`config.mk`:
```
export PLATFORM = sky130hd
export DESIGN_NAME = bus_xcvr_lr
export DESIGN_NICKNAME = d
export VERILOG_FILES = /design/src/rtl/xcvr_pkg.sv /design/src/rtl/xcvr_edge_det.sv /design/src/rtl/xcvr_store.sv /design/src/rtl/xcvr_drive.sv /design/src/rtl/xcvr_path.sv /design/src/rtl/bus_xcvr_lr.sv
export SDC_FILE = /design/constraint.sdc
export NUM_CORES = 1
export LEC_CHECK = 0
export BUFFER_PORTS_ARGS = -buffer_cell sky130_fd_sc_hd__buf_2
export CAP_MARGIN = 20
export CELL_PAD_IN_SITES_DETAIL_PLACEMENT = 1
export CELL_PAD_IN_SITES_GLOBAL_PLACEMENT = 1
export CORE_ASPECT_RATIO = 1.5
export CORE_UTILIZATION = 39
export DETAILED_ROUTE_END_ITERATION = 6
export GPL_TIMING_DRIVEN = 0
export PLACE_DENSITY_LB_ADDON = 0.12
export SETUP_SLACK_MARGIN = 0.05
export SYNTH_ARGS = -nofsm -noshare
export SYNTH_HDL_FRONTEND = slang
export SYNTH_SLANG_ARGS = --single-unit
```
`constraint.sdc`:
```
create_clock -name clk -period 2.8 [get_ports clk]
set_input_delay 0.14 -clock clk [delete_from_list [all_inputs] [get_ports clk]]
set_output_delay 0.14 -clock clk [all_outputs]
set_load 0.01 [all_outputs]
```
`src/rtl/xcvr_pkg.sv`:
```
package xcvr_pkg;
  localparam int NUM_DIR = 2;

  typedef enum logic [0:0] {
    DIR_AB = 1'b0,
    DIR_BA = 1'b1
  } dir_e;

  typedef struct packed {
    logic pass;
    logic strobe;
    logic strobe_en_n;
    logic drive_n;
  } path_ctl_t;
endpackage

```
`src/rtl/xcvr_edge_det.sv`:
```
module xcvr_edge_det (
  input  logic clk,
  input  logic level,
  output logic rise
);
  logic level_q;

  always_ff @(posedge clk) begin
    level_q <= level;
  end

  assign rise = level & ~level_q;
endmodule

```
`src/rtl/xcvr_store.sv`:
```
module xcvr_store #(
  parameter int W = 18
) (
  input  logic         clk,
  input  logic         rst,
  input  logic         pass,
  input  logic         rise,
  input  logic         strobe_en_n,
  input  logic [W-1:0] din,
  output logic [W-1:0] dout
);
  logic [W-1:0] held_q;
  logic         load;

  assign load = pass | (rise & ~strobe_en_n);

  always_ff @(posedge clk) begin
    if (rst) begin
      held_q <= '0;
    end else if (load) begin
      held_q <= din;
    end
  end

  assign dout = pass ? din : held_q;
endmodule

```
`src/rtl/xcvr_drive.sv`:
```
module xcvr_drive (
  input  logic rst,
  input  logic drive_n,
  output logic oe
);
  assign oe = ~rst & ~drive_n;
endmodule

```
`src/rtl/xcvr_path.sv`:
```
module xcvr_path #(
  parameter int W = 18
) (
  input  logic                clk,
  input  logic                rst,
  input  xcvr_pkg::path_ctl_t ctl,
  input  logic [W-1:0]        din,
  output logic [W-1:0]        dout,
  output logic                oe
);
  logic rise;

  xcvr_edge_det u_edge (
    .clk   (clk),
    .level (ctl.strobe),
    .rise  (rise)
  );

  xcvr_store #(.W(W)) u_store (
    .clk         (clk),
    .rst         (rst),
    .pass        (ctl.pass),
    .rise        (rise),
    .strobe_en_n (ctl.strobe_en_n),
    .din         (din),
    .dout        (dout)
  );

  xcvr_drive u_drive (
    .rst     (rst),
    .drive_n (ctl.drive_n),
    .oe      (oe)
  );
endmodule

```
`src/rtl/bus_xcvr_lr.sv`:
```
module bus_xcvr_lr #(
  parameter int W = 18
) (
  input  logic         clk,
  input  logic         rst,
  input  logic [W-1:0] a_i,
  output logic [W-1:0] a_o,
  output logic         a_oe,
  input  logic [W-1:0] b_i,
  output logic [W-1:0] b_o,
  output logic         b_oe,
  input  logic         ab_pass,
  input  logic         ab_strobe,
  input  logic         ab_strobe_en_n,
  input  logic         ab_drive_n,
  input  logic         ba_pass,
  input  logic         ba_strobe,
  input  logic         ba_strobe_en_n,
  input  logic         ba_drive_n
);
  import xcvr_pkg::*;

  path_ctl_t            ctl  [NUM_DIR];
  logic [W-1:0]         din  [NUM_DIR];
  logic [W-1:0]         dout [NUM_DIR];
  logic [NUM_DIR-1:0]   oe;

  assign ctl[DIR_AB] = '{pass: ab_pass, strobe: ab_strobe,
                         strobe_en_n: ab_strobe_en_n, drive_n: ab_drive_n};
  assign ctl[DIR_BA] = '{pass: ba_pass, strobe: ba_strobe,
                         strobe_en_n: ba_strobe_en_n, drive_n: ba_drive_n};
  assign din[DIR_AB] = a_i;
  assign din[DIR_BA] = b_i;

  for (genvar d = 0; d < NUM_DIR; d++) begin : g_path
    xcvr_path #(.W(W)) u_path (
      .clk  (clk),
      .rst  (rst),
      .ctl  (ctl[d]),
      .din  (din[d]),
      .dout (dout[d]),
      .oe   (oe[d])
    );
  end

  assign b_o  = dout[DIR_AB];
  assign b_oe = oe[DIR_AB];
  assign a_o  = dout[DIR_BA];
  assign a_oe = oe[DIR_BA];
endmodule

```
; ---- Word-level counts from Yosys, hierarchy flattened
; Index checks and enable logic that the tools add are counted.
[totals]
mem_bits_ro = 0
out_inout_bits = 38
ff_bits = 38
latchBits = 0
ram_bits = 0
in_bits = 46
word_cells = 21
memories = 0
[op_classes]
addsub = 0
n_mux = 2
n_shift = 0
div = 0
magnitude_cmp = 0
n_reduce_logical = 0
mul = 0
bitwise = 15
n_eq_ne = 0
[ops]
columns = cell, count
row1 = $mux 18, 2
row2 = $not 1->1, 7
row3 = $and 1x1->1, 6
row4 = $or 1x1->1, 2

; ---- Depth between registers and ports, before layout
; Gate-level depths: netlist of run 1.
[depth]
ltp_word = 4
ltp_mapped = 5
depth_no_buf = 3

; ---- Modules after synthesis
; From an unflattened synthesis of run 1, not the netlist that was laid out.
[unflattened]
hier_cells = 204
area_unflattened_um2 = 2174.6
[modules_own_cells]
columns = module, n_inst, area_per_inst_um2, cells_each, seq_area_each_um2
row1 = xcvr_store, 2, 1049.8, 99, 360.3
row2 = xcvr_edge_det, 2, 33.8, 2, 20.0
row3 = xcvr_drive, 2, 3.8, 1, 0.0

; ---- Least setup slack after synthesis of run 1
; Ideal clock, no wire load.
[synth_path]
path_type = register to register
start = register g_path[0].u_path.u_edge.level_q
end = register g_path[0].u_path.u_store.held_q[10]
period_less_slack_ns = 0.990
path_buffers = 2
setup_time_ns = 0.072
t_required_ns = 2.728
path_slack_ns = 1.810
arrival_time_ns = 0.919
path_stages_with_launch = 6
path_cell_list = dfxtp_1 -> nor2_1 -> a21oi_2 -> buf_6 -> buf_12 -> mux2i_1
[synth_via]
elab_chain_len = 4
[synth_lines]
columns = item, line_no
row1 = from (decl), xcvr_edge_det.sv:6  ; logic level_q;
row2 = from (signal assigned), xcvr_edge_det.sv:9  ; level_q <= level;
row3 = $not 1->1, xcvr_edge_det.sv:12  ; assign rise = level & ~level_q;
row4 = $and 1x1->1, xcvr_edge_det.sv:12
row5 = $and 1x1->1, xcvr_store.sv:15  ; assign load = pass | (rise & ~strobe_en_n);
row6 = $or 1x1->1, xcvr_store.sv:15
row7 = to (signal assigned), xcvr_store.sv:21  ; held_q <= din;
row8 = to (decl), xcvr_store.sv:12  ; logic [W-1:0] held_q;
; No other way between the ends.
; A chain may end at the register's enable or synchronous reset.

; ---- Worst setup path after layout of run 1
[layout_path]
start = input port ab_strobe
end = register g_path[0].u_path.u_store.held_q[10]
[layout_via]
elab_chain_len = 3
[layout_lines]
columns = item, line_no
row1 = from (decl), bus_xcvr_lr.sv:13  ; input logic ab_strobe,
row2 = $and 1x1->1, xcvr_edge_det.sv:12
row3 = $and 1x1->1, xcvr_store.sv:15
row4 = $or 1x1->1, xcvr_store.sv:15
; No other way between the ends.

==> results by group, run 1 <==
Detailed routing
  – DRT antenna net count: 0
  – DR pass1 iterations: 6
  – DR iter-0 viols: 42
  – Detailed-route via count: 1700
  – Detailed Route WL: about 4800 um
  – Drt wl/cell: around 13 um
  – Via/cell ratio: 4.70
  – DRC viols: 0

Worst setup path
  – Kind of cell adding the most delay to the critical path: buffers and inverters
  – Reg2reg setup slack: 1.69 ns
  – Worst EP required: a little over 3 ns
  – CP max stage delay: ~0.54 ns
  – CP Max Fanout: 10
  – FF-to-FF Start: g_path[0].u_path.u_edge.level_q$_DFF_P_
  – Worst path slowest cell: dlygate4sd3_1
  – Worst path cell trace: dlygate4sd3_1, buf_2, a21oi_2, buf_6, buf_12, mux2i_1
  – R2r endpoint: g_path[0].u_path.u_store.held_q[10]$_SDFFE_PP0P_
  – Startpoint type of the worst setup path: input pin
  – WP data arrival: 1.49 ns
  – Worst path buffer plus inverter count: 4
  – FF-to-FF path depth: 5
  – Critical path class: in2reg
  – Worst setup EP type: register

Pwr
  – Combinational Power Share: ~20%
  – Power Dens Cells: 526 nW/um2
  – Net Sw Power: 0.350 mW
  – Reg power frac: between 40% and 50%
  – Clock power share: 39.7%
  – Power Internal: 1.12 mW
  – Leakage power: between 1 and 1.5 nW
  – Sw Share: roughly a quarter
  – Worst vdd ir: between 0.2 and 0.3 mV
  – Power Total: 1.47 mW

Floorplanning
  – Die X: about 62 um
  – Full die area: between 5000 and 6000 um2
  – # rows: 32
  – Die height: 92.7 um
  – CORE AREA: around 5200 um2
  – Starting Density: between 40% and 50%
  – # IOs: 84

CTS
  – CTS Buf Count: 5
  – CTS root buf: clkbuf_8
  – CTS sink count: 38
  – Skew-Pair Late Insertion Delay: approximately 0.29 ns
  – Clk buf depth: 2
  – H-tree Lvls: 2
  – TritonCTS clock tree: yes
  – CTS resizes: 0
  – CTS clk-pin slew, worst paths: 0.08 ns

Global route
  – Vias in the first global route: about 1800
  – Gr usage total: roughly 18%
  – Initial antenna violation count: 0
  – Largest net degree at the start of global routing: 13
  – First-pass GRT wire length: between 8000 and 9000 um
  – Grt ovf: 0

Hold path
  – Min-delay worst type: in2reg
  – Hold path startpoint: a_i[11]
  – Hold Path Sink: g_path[0].u_path.u_store.held_q[11]$_SDFFE_PP0P_
  – Worst hold path depth: 3

Timing
  – Slew headroom: approximately 76%
  – Setup ws final: roughly 1.5 ns
  – Final setup TNS: 0 ns
  – Worst Skew: approximately 0.0075 ns
  – Actual slew at the worst max-slew pin: 0.365 ns
  – Minimum clock period after layout: about 1.3 ns
  – Endpoints failing setup: 0
  – Fmax: around 790 MHz
  – Final hold violations: 0
  – RSZ-0062 raised after global routing: no
  – Hold slack: around 0.11 ns
  – Final period utilization: a little under half
  – Fin. max-slew vios: 0

Placement
  – Dpl hpwl: 3610 um
  – Placed Cells: around 350
  – GP Congestion: roughly 0.66
  – Pre-CTS setup slack: 1.67 ns
  – IO buf count: 80

Synth
  – Warnings, synthesis: 0
  – Syn_nets: 250
  – Synth Instances: 204
  – Synth cell types: 11
  – Seq cells post-synth: 38
  – Register area share after synthesis: ~36%
  – Cell Area, Synth: approximately 2100 um2
  – Mapped Avg Cell Area: 10.5 um2

Flow run
  – Max_cap viols: 0

Finish
  – Synth-to-Final Area Change: 30.3%
  – Share of cells above drive strength 1: roughly 46%
  – N_diodes: 0
  – Final #Nets: 339
  – Most common cell after layout, fill and taps aside: buf_2
  – Fill cells: approximately 640
  – Most frequent cells in the layout: buf_2, nand2b_1, dfxtp_1, mux2_2, mux2i_1
  – Finished Layout Cells: ~360

Outcome
  – Status: finished, final reports clean
## registers in the layout, summed over array words and instances, names as in the netlist
name	flops
g_path.u_path.u_edge.level_q	2
g_path.u_path.u_store.held_q	36
## power by group through the flow
stage	clock (mW)	sequential [mW]	combinational, mW
after floorplan	0	0.602	0.188
after global placement	0	0.607	0.285
after detailed placement	0	0.609	0.290
after CTS	0.599	0.596	0.295
after global routing	0.626	0.601	0.317
final	0.583	0.596	0.289
## cells by family (layout without fill, tap and decap cells)
kind of cell	Yosys count	in the layout	share of synthesized area [%]
simple gates	76	76	21.7
mux	72	72	35.8
flops	38	38	35.5
buf+inv	16	106	6.14
compound gates	2	2	0.818
## worst max path at each step
stage                                            start                                               end  slack [ns]  depth (start not counted)
3_5_place_dp                                   ba_pass                                            a_o[1]        1.67                          4
3_3_place_gp                                   ab_pass                                           b_o[14]        1.67                          4
6_report                                     ab_strobe  g_path[0].u_path.u_store.held_q[10]$_SDFFE_PP0P_        1.53                          6
5_1_grt                                      ab_strobe  g_path[0].u_path.u_store.held_q[10]$_SDFFE_PP0P_        1.45                          6
2_1_floorplan  g_path[0].u_path.u_edge.level_q$_DFF_P_  g_path[0].u_path.u_store.held_q[10]$_SDFFE_PP0P_        1.81                          5
4_1_cts                                      ab_strobe  g_path[0].u_path.u_store.held_q[10]$_SDFFE_PP0P_        1.53                          6
## worst min-delay path, stage by stage
cell	delay, ns
buf_2	0.10
nand2b_1	0.06
mux2i_1	0.06
## per-layer routing
metal	vias up	track usage (%)	wire length [um]
met5	-	0	0
met4	0	5.23	29
met3	2	3.82	232
met2	58	33.9	2550
met1	785	19.5	2040
li1	855	-	-
## final cells by class
cell class | instances | area (um2) | area share, %
Sequential cell | 38 | 761 | 27.3
Tap cell | 68 | 85.1 | 3.05
Clock buffer | 6 | 82.6 | 2.96
Buffer | 16 | 131 | 4.71
Timing Repair Buffer | 82 | 420 | 15.1
Clock inverter | 2 | 60.1 | 2.15
Multi-Input combinational cell | 150 | 1250 | 44.8
## cell usage after synthesis
library cell  number  area (um2)
buf_6              4        45.0
buf_12             2        40.0
nand2b_1          72         450
nor2_1             4        15.0
dfxtp_1           38         761
mux2i_1           36         360
clkbuf_1           7        26.3
buf_2              1        5.00
mux2_2            36         405
buf_4              2        15.0
a21oi_2            2        17.5
## timing repair
action	in CTS	in global routing
hold buffers	2	0
setup buffers	0	0
endpoints found under the hold margin	2	0
## metrics by stage
step | util, % | cell area (um2)
final | 53.6 | 2790
after detailed placement | 50.5 | 2630
after global placement | 50.5 | 2630
after floorplan | - | 2140
after CTS | 53.6 | 2790
after global routing | 53.6 | 2790
Note: power is estimated with default switching activity, not from simulation.
==> inputs of run 2 (changes only) <==
--- a/config.mk
+++ b/config.mk
@@ -10,7 +10,7 @@
 export CELL_PAD_IN_SITES_DETAIL_PLACEMENT = 1
 export CELL_PAD_IN_SITES_GLOBAL_PLACEMENT = 1
 export CORE_ASPECT_RATIO = 1.5
-export CORE_UTILIZATION = 39
+export CORE_UTILIZATION = 33
 export DETAILED_ROUTE_END_ITERATION = 6
 export GPL_TIMING_DRIVEN = 0
 export PLACE_DENSITY_LB_ADDON = 0.12
==> constraint.sdc (replaced) <==
create_clock -name clk -period 1.1 [get_ports clk]
set_input_delay 0.055 -clock clk [delete_from_list [all_inputs] [get_ports clk]]
set_output_delay 0.055 -clock clk [all_outputs]
set_load 0.01 [all_outputs]
==> results by group, run 2 (synthesis gave the netlist of run 1 again) <==
Detailed routing
  – Detailed-route via count: 1772 (+4.2%)
  – Drt wl/cell: 14.1 um (+5.5%)
  – Detailed Route WL: 5310 um (+9.6%)
  – Via/cell ratio: 4.71 (+0.35%)
  – DRC viols: 0 (unchanged)
  – DRT antenna net count: 0 (unchanged)
  – DR pass1 iterations: 4 (-2)
  – DR iter-0 viols: 42 (unchanged)

Finish
  – Util after Layout: 50.4% (-3.2 points)
  – Most common cell after layout, fill and taps aside: nand2b_1
  – Synth-to-Final Area Change: 46.5%
  – Final #Nets: 348 (+2.7%)
  – Finished Cell Area: 3140 um2 (+12%)
  – Largest regs: g_path.u_path.u_store.held_q (36), g_path.u_path.u_edge.level_q (2)
  – N_diodes: 0 (unchanged)
  – Most frequent cells in the layout: nand2b_1, buf_2, buf_6, mux2i_1, dfxtp_2
  – Fill cells: 731 (+14%)
  – Share of cells above drive strength 1: 59.6% (+14 points)
  – Largest Register: g_path.u_path.u_store.held_q
  – Max reg flops: 36 (unchanged)

Global route
  – Met2 Use GR: 29.2% (-4.6 points)
  – Grt ovf: 0 (unchanged)
  – GR peak layer: met2
  – M1 GR Usage: 18.3% (-1.2 points)
  – GR met3 Demand/Resource: 3.28% (-0.54 points)
  – First-pass GRT wire length: 8410 um (+2.5%)
  – Initial antenna violation count: 0 (unchanged)
  – Largest net degree at the start of global routing: 12 (-1)
  – Gr usage total: 16.2% (-1.7 points)
  – Vias in the first global route: 1840 (+2.5%)

Placement
  – Pre-CTS setup slack: -0.0113 ns (-1.68 ns)
  – GP Congestion: 0.678 (+3.4%)
  – IO buf count: 80 (unchanged)
  – Placed cell areas: 2630 um2 (+0.29%)
  – Dpl hpwl: 3720 um (+3.0%)

Timing
  – RSZ-0062 raised after global routing: yes
  – Worst Skew: 0.00923 ns (+0.00169 ns)
  – Final hold violations: 0 (unchanged)
  – Slew headroom: 72.4% (-3.2 points)
  – Final period utilization: a little over nine tenths
  – Actual slew at the worst max-slew pin: 0.414 ns (+0.0482 ns)
  – Setup ws final: 0.0413 ns (-1.49 ns)
  – Final setup TNS: 0 ns (unchanged)
  – Minimum clock period after layout: 1.06 ns
  – Endpoints failing setup: 0 (unchanged)
  – Fmax: between 900 and 1000 MHz
  – Fin. max-slew vios: 0 (unchanged)

Pwr
  – Clock power share: 26.9% (-13 points)
  – Power Internal: 2.50 mW (+120%)
  – Worst vdd ir: 0.459 mV (+69%)
  – Combinational Power Share: 28.1% (+8.4 points)
  – Sw Share: 26.8% (+2.9 points)
  – Power Dens Cells: 1090 nW/um2 (+110%)
  – Leakage power: 1.42 nW (+9.4%)
  – Reg power frac: 45.0% (+4.4 points)
  – Net Sw Power: 0.912 mW (+160%)

CTS
  – CTS clk-pin slew, worst paths: 0.08 ns (about the same)
  – CTS sink count: 38 (unchanged)
  – H-tree Lvls: 2 (unchanged)
  – TritonCTS clock tree: yes
  – Skew-Pair Late Insertion Delay: 0.29 ns (about the same)
  – Clk buf depth: 2 (unchanged)
  – CTS Buf Count: 5 (unchanged)
  – CTS root buf: clkbuf_8

Worst setup path
  – FF-to-FF Start: g_path[1].u_path.u_edge.level_q$_DFF_P_
  – FF-to-FF path depth: 5 (unchanged)
  – Worst EP required: 1.04 ns (-1.98 ns)
  – Worst setup EP type: output port
  – WP data arrival: 1.00 ns (-0.49 ns)
  – CP Max Fanout: 2 (-8)
  – Reg2reg setup slack: 0.06 ns (-1.63 ns)
  – R2r endpoint: g_path[1].u_path.u_store.held_q[11]$_SDFFE_PP0P_
  – Startpoint type of the worst setup path: register
  – Critical path class: reg2out

Floorplanning
  – Die height: 101 um (+8.5%)
  – CORE AREA: 6220 um2 (+19%)
  – Starting Density: 34.4% (-6.7 points)
  – # IOs: 84 (unchanged)
  – # rows: 35 (+9.4%)
  – Full die area: 6820 um2 (+18%)
  – Die X: 67.8 um (+8.4%)

Flow run
  – Max_cap viols: 0 (unchanged)

Hold path
  – Hold path startpoint: b_i[3]
  – Hold Path Sink: g_path[1].u_path.u_store.held_q[3]$_SDFFE_PP0P_
  – Worst hold path depth: 3 (unchanged)
  – Min-delay worst type: in2reg

Outcome
  – Status: finished, final reports clean
-- run 2: power groups by stage --
| stage | Clock (mW) | Sequential (mW) | Combinational [mW] |
|---|---|---|---|
| 2_1_floorplan | 0 | 1.53 | 0.479 |
| 3_3_place_gp | 0 | 1.55 | 0.732 |
| 3_5_place_dp | 0 | 1.55 | 0.742 |
| 4_1_cts | 0.959 | 1.52 | 0.848 |
| 5_1_grt | 1.02 | 1.55 | 1.04 |
| 6_report | 0.918 | 1.53 | 0.956 |
-- run 2: what timing repair did --
item / CTS / global route
setup endpoints to repair: 49 / 68
hold buffers: 2 / 0
buffers inserted: 6 / 1
hold endpoints to repair: 2 / 0
cloned: 0 / 2
resized for setup: 30 / 48
pin swaps: 0 / 4
-- run 2: final cells by class --
class	instances	area [um2]	share of cell area, %
multi-input cells	150	1270	40.6
flip-flops and latches	38	805	25.7
clock inverters	2	10.0	0.319
plain buffers	16	131	4.19
repair buffers	91	756	24.1
well taps	74	92.6	2.95
clock buffers	5	68.8	2.19
-- run 2: critical path, cell delays in order, from the launching register on --
cell	delay, ns
dfxtp_2	0.32
mux2_2	0.27
buf_6	0.12
-- run 2: worst max-delay path by stage --
stage / start / to / slack [ns] / cells after the start
after floorplan: g_path[0].u_path.u_edge.level_q$_DFF_P_ / g_path[0].u_path.u_store.held_q[10]$_SDFFE_PP0P_ / 0.11 / 5
after detailed placement: g_path[1].u_path.u_edge.level_q$_DFF_P_ / g_path[1].u_path.u_store.held_q[7]$_SDFFE_PP0P_ / -0.01 / 5
final: g_path[1].u_path.u_store.held_q[5]$_SDFFE_PP0P_ / a_o[5] / 0.04 / 2
after global routing: g_path[1].u_path.u_edge.level_q$_DFF_P_ / g_path[1].u_path.u_store.held_q[17]$_SDFFE_PP0P_ / -0.006 / 5
after global placement: g_path[0].u_path.u_edge.level_q$_DFF_P_ / g_path[0].u_path.u_store.held_q[13]$_SDFFE_PP0P_ / 0.01 / 5
after CTS: g_path[1].u_path.u_store.held_q[3]$_SDFFE_PP0P_ / a_o[3] / 0.03 / 2
-- run 2: per-stage QoR --
stage / instances / hold slack [ns] / total power, mW
2_1_floorplan: 204 / 0.0827 / 2.01
3_3_place_gp: 358 / 0.182 / 2.28
3_5_place_dp: 358 / 0.187 / 2.29
4_1_cts: 373 / 0.00782 / 3.33
5_1_grt: 376 / 0.00713 / 3.60
6_report: 376 / 0.0159 / 3.41
-- run 2: per-layer routing --
metal | wire length (um) | vias up
li1 | - | 870
met1 | 2170 | 843
met2 | 2860 | 54
met3 | 229 | 5
met4 | 48 | 0
met5 | 0 | -
==> inputs of run 3 (changes only) <==
==> constraint.sdc (replaced) <==
create_clock -name clk -period 1.1 [get_ports clk]
set_input_delay 0.055 -clock clk [delete_from_list [all_inputs] [get_ports clk]]
set_output_delay 0.055 -clock clk [all_outputs]
set_load 0.005 [all_outputs]
==> results by group, run 3 (synthesis gave the netlist of run 1 again) <==
Outcome
  – Status: finished, final reports clean

Worst setup path
  – Startpoint type of the worst setup path: register
  – Worst EP required: 1.31 ns (+0.27 ns)
  – Worst path cell trace: nor2_2, a21oi_2, buf_6, clkbuf_16, mux2i_1
  – CP Max Fanout: 5 (+3)
  – Worst path slowest cell: dfxtp_2
  – WP data arrival: 1.26 ns (+0.26 ns)
  – Critical path class: reg2reg
  – CP max stage delay: 0.32 ns (about the same)
  – Worst setup EP type: register
  – FF-to-FF path depth: 5 (unchanged)
  – Reg2reg setup slack: 0.04 ns (-0.02 ns)

Detailed routing
  – Drt wl/cell: 13.6 um (-3.4%)
  – Detailed Route WL: 5130 um (-3.4%)
  – DRC viols: 0 (unchanged)
  – DRT antenna net count: 0 (unchanged)
  – Via/cell ratio: 4.68 (-0.62%)
  – DR iter-0 viols: 39 (-7.1%)
  – DR pass1 iterations: 3 (-1)
  – Detailed-route via count: 1761 (-0.62%)

Floorplanning
  – # IOs: 84 (unchanged)
  – CORE AREA: 6220 um2 (unchanged)
  – Die X: 67.8 um (unchanged)
  – Starting Density: 34.4% (unchanged)
  – # rows: 35 (unchanged)
  – Die height: 101 um (unchanged)
  – Full die area: 6820 um2 (unchanged)

Timing
  – Hold slack: 0.0175 ns (+0.00158 ns)
  – Fmax: 944 MHz (about the same)
  – Final hold violations: 0 (unchanged)
  – Endpoints failing setup: 0 (unchanged)
  – Fin. max-slew vios: 0 (unchanged)
  – Setup ws final: 0.0410 ns (-0.000274 ns)
  – Slew headroom: 73.0% (+0.54 points)
  – Minimum clock period after layout: 1.06 ns (+0.000274 ns)
  – Final setup TNS: 0 ns (unchanged)
  – RSZ-0062 raised after global routing: yes
  – Actual slew at the worst max-slew pin: 0.406 ns (-0.00812 ns)
  – Worst Skew: 0.00929 ns (+0.0000649 ns)
  – Final period utilization: 96.3% (about the same)

Finish
  – Most frequent cells in the layout: buf_2, nand2b_1, mux2i_1, mux2_2, dfxtp_2
  – Max reg flops: 36 (unchanged)
  – Final #Nets: 348 (unchanged)
  – Share of cells above drive strength 1: 56.6% (-3.0 points)
  – Largest Register: g_path.u_path.u_store.held_q
  – Most common cell after layout, fill and taps aside: buf_2
  – Finished Layout Cells: 376 (unchanged)
  – N_diodes: 0 (unchanged)
  – Util after Layout: 47.0% (-3.4 points)
  – Synth-to-Final Area Change: 36.5%
  – Finished Cell Area: 2920 um2 (-6.8%)
  – Largest regs: g_path.u_path.u_store.held_q (36), g_path.u_path.u_edge.level_q (2)

Pwr
  – Power Total: 3.21 mW (-5.8%)
  – Worst vdd ir: 0.447 mV (-2.4%)
  – Power Dens Cells: 1100 nW/um2 (+1.1%)
  – Leakage power: 1.36 nW (-4.2%)

CTS
  – CTS clk-pin slew, worst paths: 0.08 ns (about the same)
  – CTS root buf: clkbuf_8
  – Skew-Pair Late Insertion Delay: 0.29 ns (about the same)
  – H-tree Lvls: 2 (unchanged)
  – Clk buf depth: 2 (unchanged)
  – CTS sink count: 38 (unchanged)
  – CTS Buf Count: 5 (unchanged)
  – TritonCTS clock tree: yes

Flow run
  – Max_cap viols: 0 (unchanged)

Placement
  – Dpl hpwl: 3720 um (unchanged)
  – GP Congestion: 0.678 (unchanged)
  – IO buf count: 80 (unchanged)
  – Placed Cells: 358 (unchanged)
  – Placed cell areas: 2630 um2 (unchanged)
  – Pre-CTS setup slack: -0.0113 ns (unchanged)

Global route
  – First-pass GRT wire length: 8310 um (-1.2%)
  – Largest net degree at the start of global routing: 12 (unchanged)
  – Grt ovf: 0 (unchanged)
  – Gr usage total: 15.9% (-0.23 points)
  – Vias in the first global route: 1821 (-1.0%)
  – Initial antenna violation count: 0 (unchanged)

Hold path
  – Min-delay worst type: in2reg
  – Worst hold path depth: 3 (unchanged)
==> run 3: final timing paths <==
path / from / to
max: g_path[0].u_path.u_edge.level_q$_DFF_P_ / g_path[0].u_path.u_store.held_q[11]$_SDFFE_PP0P_
min: b_i[3] / g_path[1].u_path.u_store.held_q[3]$_SDFFE_PP0P_
max reg2reg: g_path[0].u_path.u_edge.level_q$_DFF_P_ / g_path[0].u_path.u_store.held_q[11]$_SDFFE_PP0P_
min reg2reg: g_path[0].u_path.u_store.held_q[17]$_SDFFE_PP0P_ / g_path[0].u_path.u_store.held_q[17]$_SDFFE_PP0P_
==> run 3: cell type report <==
class / count / area (um2)
Clock buffer: 5 / 68.8
Fill cell: 750 / 3300
Clock inverter: 2 / 10.0
Timing Repair Buffer: 91 / 562
Tap cell: 74 / 92.6
Sequential cell: 38 / 793
Buffer: 16 / 131
Multi-Input combinational cell: 150 / 1260
==> run 3: worst max-delay path, delay by kind of cell (launching register included) <==
kind | cells | cell delay [ns]
compound gates | 1 | 0.12
buf+inv | 2 | 0.32
flops | 1 | 0.32
mux | 1 | 0.19
simple gates | 1 | 0.03
==> run 3: repair_timing <==
item,4_1_cts,5_1_grt
endpoints found under the hold margin,2,0
gates cloned,0,2
hold buffers,2,0
gates resized for setup,2,34
endpoints found under the setup margin,30,68
pin swaps,0,4
setup buffers,5,2
==> run 3: routing by layer <==
| layer | share of wire, % | track usage (%) |
|---|---|---|
| met1 | 41 | 18.2 |
| met2 | 53 | 28.6 |
| met3 | 4.9 | 3.28 |
| met4 | 0.94 | 4.91 |
| met5 | 0 | 0 |
==> run 3: where the power goes <==
group	total (mW)	switching [mW]	internal, mW
Clock	0.914	0.488	0.426
Combinational	0.768	0.300	0.468
Sequential	1.53	0.0472	1.48
